$ cat config.mk
export PLATFORM = sky130hd
export DESIGN_NAME = spi_char_engine
export DESIGN_NICKNAME = d
export VERILOG_FILES = /design/src/rtl/spi_eng_pkg.sv /design/src/rtl/spi_eng_clkgen.sv /design/src/rtl/spi_eng_shifter.sv /design/src/rtl/spi_eng_modereg.sv /design/src/rtl/spi_char_engine.sv
export SDC_FILE = /design/constraint.sdc
export NUM_CORES = 1
export LEC_CHECK = 0
export ABC_AREA = 1
export BUFFER_PORTS_ARGS = -buffer_cell sky130_fd_sc_hd__buf_2
export CAP_MARGIN = 10
export CELL_PAD_IN_SITES_DETAIL_PLACEMENT = 0
export CELL_PAD_IN_SITES_GLOBAL_PLACEMENT = 1
export CORE_MARGIN = 2
export CORE_UTILIZATION = 35
export DETAILED_ROUTE_END_ITERATION = 12
export GPL_ROUTABILITY_DRIVEN = 1
export PLACE_DENSITY_LB_ADDON = 0.1
export SETUP_SLACK_MARGIN = 0.02
export SYNTH_ARGS = -nofsm -noshare
export SYNTH_HDL_FRONTEND = slang
export SYNTH_HIERARCHICAL = 1
export SYNTH_SLANG_ARGS = --single-unit
$ cat constraint.sdc
create_clock -name clk -period 2.8 [get_ports clk]
set_input_delay 0.14 -clock clk [delete_from_list [all_inputs] [get_ports clk]]
set_output_delay 0.14 -clock clk [all_outputs]
set_load 0.01 [all_outputs]
$ cat src/rtl/spi_eng_pkg.sv
package spi_eng_pkg;
  // Character length limits and mode field sizes
  localparam int MAX_BITS = 16;
  localparam int MIN_BITS = 4;
  localparam int PM_FW    = 4;
  localparam int LEN_FW   = 4;
  localparam int NB_W     = $clog2(MAX_BITS + 1);
  localparam int EDGE_W   = $clog2(2 * MAX_BITS);
  localparam int HALF_W   = $clog2(32 * (2 ** PM_FW));

  // Mode word bit positions
  localparam int MW_CPOL  = 31;
  localparam int MW_CPHA  = 30;
  localparam int MW_MSBF  = 29;
  localparam int MW_DIV16 = 28;
  localparam int MW_PM_LO = 24;
  localparam int MW_CSLOW = 20;
  localparam int MW_LEN_LO = 16;

  localparam logic [31:0] MODE_RESET = 32'h0010_0008;

  typedef struct packed {
    logic              cpol;
    logic              cpha;
    logic              msb_first;
    logic              div16;
    logic [PM_FW-1:0]  pm;
    logic              cs_low;
    logic [LEN_FW-1:0] len_m1;
  } mode_t;
endpackage

$ cat src/rtl/spi_eng_clkgen.sv
module spi_eng_clkgen #(
  parameter int CW = 9
) (
  input  logic          clk,
  input  logic          rst_n,
  input  logic          run,
  input  logic [CW-1:0] limit,
  output logic          tick
);
  logic [CW-1:0] cnt_q;
  logic [CW-1:0] cnt_d;

  assign tick = run && (cnt_q == limit);

  always_comb begin
    if (!run || tick) cnt_d = '0;
    else              cnt_d = cnt_q + CW'(1);
  end

  always_ff @(posedge clk or negedge rst_n) begin
    if (!rst_n) cnt_q <= '0;
    else        cnt_q <= cnt_d;
  end
endmodule

$ cat src/rtl/spi_eng_shifter.sv
module spi_eng_shifter #(
  parameter int W    = 16,
  parameter int NB_W = 5
) (
  input  logic            clk,
  input  logic            rst_n,
  input  logic            load,
  input  logic            msb_first,
  input  logic [NB_W-1:0] nbits,
  input  logic [W-1:0]    tx_word,
  input  logic            advance,
  input  logic            sample,
  input  logic            finish,
  input  logic            miso,
  output logic            mosi,
  output logic [W-1:0]    rx_word
);
  logic [W-1:0]    tx_q, tx_d;
  logic [W-1:0]    rx_q, rx_d, rx_in;
  logic [W-1:0]    out_q, out_d;
  logic [NB_W-1:0] pad;

  assign pad  = NB_W'(W) - nbits;
  assign mosi = msb_first ? tx_q[W-1] : tx_q[0];

  always_comb begin
    tx_d = tx_q;
    if (load)         tx_d = msb_first ? (tx_word << pad) : tx_word;
    else if (advance) tx_d = msb_first ? (tx_q << 1) : (tx_q >> 1);

    rx_in = msb_first ? {rx_q[W-2:0], miso} : {miso, rx_q[W-1:1]};
    if (load)        rx_d = '0;
    else if (sample) rx_d = rx_in;
    else             rx_d = rx_q;

    out_d = msb_first ? rx_d : (rx_d >> pad);
  end

  always_ff @(posedge clk or negedge rst_n) begin
    if (!rst_n) begin
      tx_q  <= '0;
      rx_q  <= '0;
      out_q <= '0;
    end else begin
      if (load || advance) tx_q  <= tx_d;
      if (load || sample)  rx_q  <= rx_d;
      if (finish)          out_q <= out_d;
    end
  end

  assign rx_word = out_q;
endmodule

$ cat src/rtl/spi_eng_modereg.sv
module spi_eng_modereg
  import spi_eng_pkg::*;
(
  input  logic              clk,
  input  logic              rst_n,
  input  logic              load_en,
  input  logic [31:0]       word_in,
  output logic [31:0]       word_q,
  output logic              cpol,
  output logic              cpha,
  output logic              msb_first,
  output logic              cs_low,
  output logic [NB_W-1:0]   nbits,
  output logic [HALF_W-1:0] half_lim
);
  mode_t             cfg;
  logic [PM_FW:0]    pm_p1;
  logic [HALF_W:0]   half_cyc;

  always_ff @(posedge clk or negedge rst_n) begin
    if (!rst_n)       word_q <= MODE_RESET;
    else if (load_en) word_q <= word_in;
  end

  always_comb begin
    cfg.cpol      = word_q[MW_CPOL];
    cfg.cpha      = word_q[MW_CPHA];
    cfg.msb_first = word_q[MW_MSBF];
    cfg.div16     = word_q[MW_DIV16];
    cfg.pm        = word_q[MW_PM_LO +: PM_FW];
    cfg.cs_low    = word_q[MW_CSLOW];
    cfg.len_m1    = word_q[MW_LEN_LO +: LEN_FW];

    if (cfg.len_m1 < LEN_FW'(MIN_BITS - 1)) nbits = NB_W'(MIN_BITS);
    else                                    nbits = NB_W'(cfg.len_m1) + NB_W'(1);

    pm_p1    = {1'b0, cfg.pm} + (PM_FW + 1)'(1);
    half_cyc = (HALF_W + 1)'(pm_p1) << (cfg.div16 ? 5 : 1);
    half_lim = HALF_W'(half_cyc - (HALF_W + 1)'(1));
  end

  assign cpol      = cfg.cpol;
  assign cpha      = cfg.cpha;
  assign msb_first = cfg.msb_first;
  assign cs_low    = cfg.cs_low;
endmodule

$ cat src/rtl/spi_char_engine.sv
module spi_char_engine
  import spi_eng_pkg::*;
(
  input  logic                clk,
  input  logic                rst_n,
  input  logic [31:0]         mode_word,
  input  logic                mode_load,
  input  logic                start,
  input  logic                hold_sel,
  input  logic [MAX_BITS-1:0] tx_data,
  output logic [MAX_BITS-1:0] rx_data,
  output logic                busy,
  output logic                done,
  output logic                sclk,
  output logic                mosi,
  input  logic                miso,
  output logic                csel
);
  logic rst_meta, rst_sn;

  logic [31:0]       mode_q;
  logic              cpol, cpha, msb_first, cs_low;
  logic [NB_W-1:0]   nbits;
  logic [HALF_W-1:0] half_lim;

  logic              tick, step, start_ok, load_en, last_edge, smp, adv;
  logic              busy_q, busy_d, done_q, done_d;
  logic              sclk_q, sclk_d, sel_q, sel_d;
  logic [EDGE_W-1:0] edge_q, edge_d, last_idx;

  // Reset: asserted at once, released after two clock edges
  always_ff @(posedge clk or negedge rst_n) begin
    if (!rst_n) {rst_sn, rst_meta} <= 2'b00;
    else        {rst_sn, rst_meta} <= {rst_meta, 1'b1};
  end

  assign start_ok = start & ~busy_q;
  assign load_en  = mode_load & ~busy_q & ~start;

  spi_eng_modereg u_mode (
    .clk       (clk),
    .rst_n     (rst_sn),
    .load_en   (load_en),
    .word_in   (mode_word),
    .word_q    (mode_q),
    .cpol      (cpol),
    .cpha      (cpha),
    .msb_first (msb_first),
    .cs_low    (cs_low),
    .nbits     (nbits),
    .half_lim  (half_lim)
  );

  spi_eng_clkgen #(.CW(HALF_W)) u_clk (
    .clk   (clk),
    .rst_n (rst_sn),
    .run   (busy_q),
    .limit (half_lim),
    .tick  (tick)
  );

  // Edge bookkeeping: one step per serial clock transition
  assign step      = busy_q & tick;
  assign last_idx  = EDGE_W'({nbits, 1'b0} - (NB_W + 1)'(1));
  assign last_edge = step & (edge_q == last_idx);
  assign smp       = step & (edge_q[0] == cpha);
  assign adv       = step & (edge_q[0] != cpha) & (edge_q != '0);

  always_comb begin
    busy_d = busy_q;
    if (start_ok)       busy_d = 1'b1;
    else if (last_edge) busy_d = 1'b0;

    edge_d = edge_q;
    if (start_ok)  edge_d = '0;
    else if (step) edge_d = edge_q + EDGE_W'(1);

    if (busy_q) sclk_d = tick ? ~sclk_q : sclk_q;
    else        sclk_d = cpol;

    done_d = last_edge;
    sel_d  = busy_d | hold_sel;
  end

  always_ff @(posedge clk or negedge rst_sn) begin
    if (!rst_sn) begin
      busy_q <= 1'b0;
      done_q <= 1'b0;
      sclk_q <= 1'b0;
      sel_q  <= 1'b0;
      edge_q <= '0;
    end else begin
      busy_q <= busy_d;
      done_q <= done_d;
      sclk_q <= sclk_d;
      sel_q  <= sel_d;
      if (start_ok || step) edge_q <= edge_d;
    end
  end

  spi_eng_shifter #(.W(MAX_BITS), .NB_W(NB_W)) u_shift (
    .clk       (clk),
    .rst_n     (rst_sn),
    .load      (start_ok),
    .msb_first (msb_first),
    .nbits     (nbits),
    .tx_word   (tx_data),
    .advance   (adv),
    .sample    (smp),
    .finish    (last_edge),
    .miso      (miso),
    .mosi      (mosi),
    .rx_word   (rx_data)
  );

  assign busy = busy_q;
  assign done = done_q;
  assign sclk = sclk_q;
  assign csel = cs_low ? ~sel_q : sel_q;
endmodule

==> metrics <==
Peak Freq between 0.3 and 0.4 GHz; # Max-Cap Violations 0; Max FO, Critical Path 12; Synth-to-Final Area Change 33.09%; endpoints failing hold 0; share of layout cells above drive strength 1 0.3063; Peak VDD IR 0.2859 mV; initial antenna violation count 0; DIE AREA 17880 um^2; Post-Syn Area 5891 um^2; H-tree depth 3; number of clock sinks 81; Final WS setup -0.4613 ns; fin nets approximately 1000; Final Max Slew Viols 0; Max transition margin 0.3488; most frequent cells in the layout nand2_1 (233), nand3_1 (134), dfrtp_1 (79), inv_1 (73), buf_4 (70); period utilisation layout 1.165; first-pass iteration count of the detailed router 6; Crit Path Class register to register; clock-pin slew on the worst setup and hold paths ~0.07 ns; Die Wd 133.7 um; Critical path buffers and inverters 4; DRT antenna net count 0; Routed WL per cell ~15 um; area of the multi-input gates just under 4000 um^2; Total GRT Usage 0.2053; outcome finished with violations; row count between 40 and 50; Post-Place Setup Slack -0.4316 ns; # IOs 75; CTS tree yes; crit start category register; Final Critical Period roughly 3.3 ns; commonest non-fill, non-tap cell in the layout nand2_1; CP Capture Type register; vias in the first global route about 6000; Syn Nets ~930; port bufs 55; number of instances in the placed design about 1200; RSZ-0062 raised after global routing yes; # diodes 0; Pleak 0.003957 uW; drt total wl ~18000 um; Chip Height between 100 and 150 um; vias about 6000; synthesized instance count ~870; gr ovfl total 0; crit-path max cell delay approximately 0.42 ns; power density of the placed cells around 530 nW/um^2; crit path max-delay cell type dfrtp_1; largest net degree at the start of global routing 52; Tightest Pin Transition about 1 ns; DR vias/cell slightly above 5; first-pass GRT wire length around 30000 um; most used cell, CP nand2_1; clock skew approximately 0.0070 ns; total power ~4000 uW; syn_area_per_cell about 6.8 um^2; Detailed Place HPWL 13440 um; CTS buffer count 9; 1st-iter DRT viols 365; CTS Buffer Depth 2; Hold Crit Class input port to register; Final Setup Violations 40; Ys Warns 6; crit path DAT 3.52 ns; Post-DP Area 7097 um^2; failing checks setup timing; Crit path max-delay family simple AND/OR/NAND/NOR gates; Post-Layout Cell Count approximately 1200; RD Place Congestion about 0.86; later-pin clock latency in the skew report between 0.3 and 0.4 ns; FF+latch area about 2000 um^2; DR DRC count 0; CP required just over 3 ns; starting density of the core 0.3565; CTS root buffer clkbuf_16; Design Area, Final between 7000 and 8000 um^2; Layout fillers 1674; worst hold margin 0.01924 ns; core box area approximately 17000 um^2
## layout make-up
class / count / share of cell area
Clock inverter: 7 / 0.009895
Tap cell: 220 / 0.03511
Sequential cell: 81 / 0.2592
Inverter: 87 / 0.04261
Multi-Input combinational cell: 659 / 0.4904
Clock buffer: 9 / 0.02873
Timing Repair Buffer: 143 / 0.1341
## through the flow
step	setup TNS (ns)	utilization
after floorplan	-1.819	-
after global routing	-23.26	0.4744
after CTS	-9.194	0.4616
after detailed placement	-9.829	0.4295
after global placement	-8.706	0.4295
final	-13.55	0.4744
## state kept, by name, summed over array words and instances, names as in the netlist
signal / count
rst_meta: 1
u_shift/rx_q: 16
rst_sn: 1
u_clk/cnt_q: 9
done: 1
sclk: 1
busy: 1
u_shift/rx_word: 16
sel_q: 1
u_shift/tx_q: 16
edge_q: 5
u_mode/word_q: 13
## worst paths after layout
check / from / endpoint / slack (ns) / depth (start not counted)
worst max-delay path: u_mode/word_q[24]$_DFFE_PN0P_ / u_shift/rx_word[6]$_DFFE_PN0P_ / -0.46 / 25
worst min-delay path: mode_word[27] / u_mode/word_q[27]$_DFFE_PN0P_ / 0.02 / 3
worst max register to register: u_mode/word_q[24]$_DFFE_PN0P_ / u_shift/rx_word[6]$_DFFE_PN0P_ / -0.46 / 25
worst min register to register: rst_sn$_DFF_PN0_ / u_clk/cnt_q[6]$_DFF_PN0_ / 0.26 / 0
max in group asynchronous: rst_sn$_DFF_PN0_ / u_shift/tx_q[6]$_DFFE_PN0P_ / 1.92 / 1
min in group asynchronous: rst_n / rst_sn$_DFF_PN0_ / 0.10 / 2
## worst reg2reg max path: cells and delay by family (launching register included)
kind	cells	cell delay, ns
simple gates	17	1.53
flops	1	0.42
fa+ha+maj	2	0.49
buf+inv	4	0.40
compound gates	1	0.23
xor+xnor	1	0.12
## power by group
| group | internal, uW | switching [uW] | leakage (uW) |
|---|---|---|---|
| sequential | 1310 | 176 | 0.00104 |
| combinational | 553 | 850 | 0.00277 |
| clock | 701 | 531 | 0.000152 |
| total | 2560 | 1560 | 0.00396 |
## repair_timing
item                                    CTS  global route
hold buffers                              4             0
pin swaps                                14            11
hold endpoints to repair                  5             0
endpoints found under the setup margin   44            51
cloned                                    1             0
setup buffers                             5             7
resized for setup                        38            36
## layer usage
| layer | track usage | part of all wire | up-vias |
|---|---|---|---|
| li1 | - | - | 3062 |
| met1 | 0.2833 | 0.46 | 2935 |
| met2 | 0.3410 | 0.49 | 139 |
| met3 | 0.03120 | 0.041 | 14 |
| met4 | 0.04374 | 0.0067 | 0 |
| met5 | 0 | 0 | - |
(Power assumes the default switching activity.)
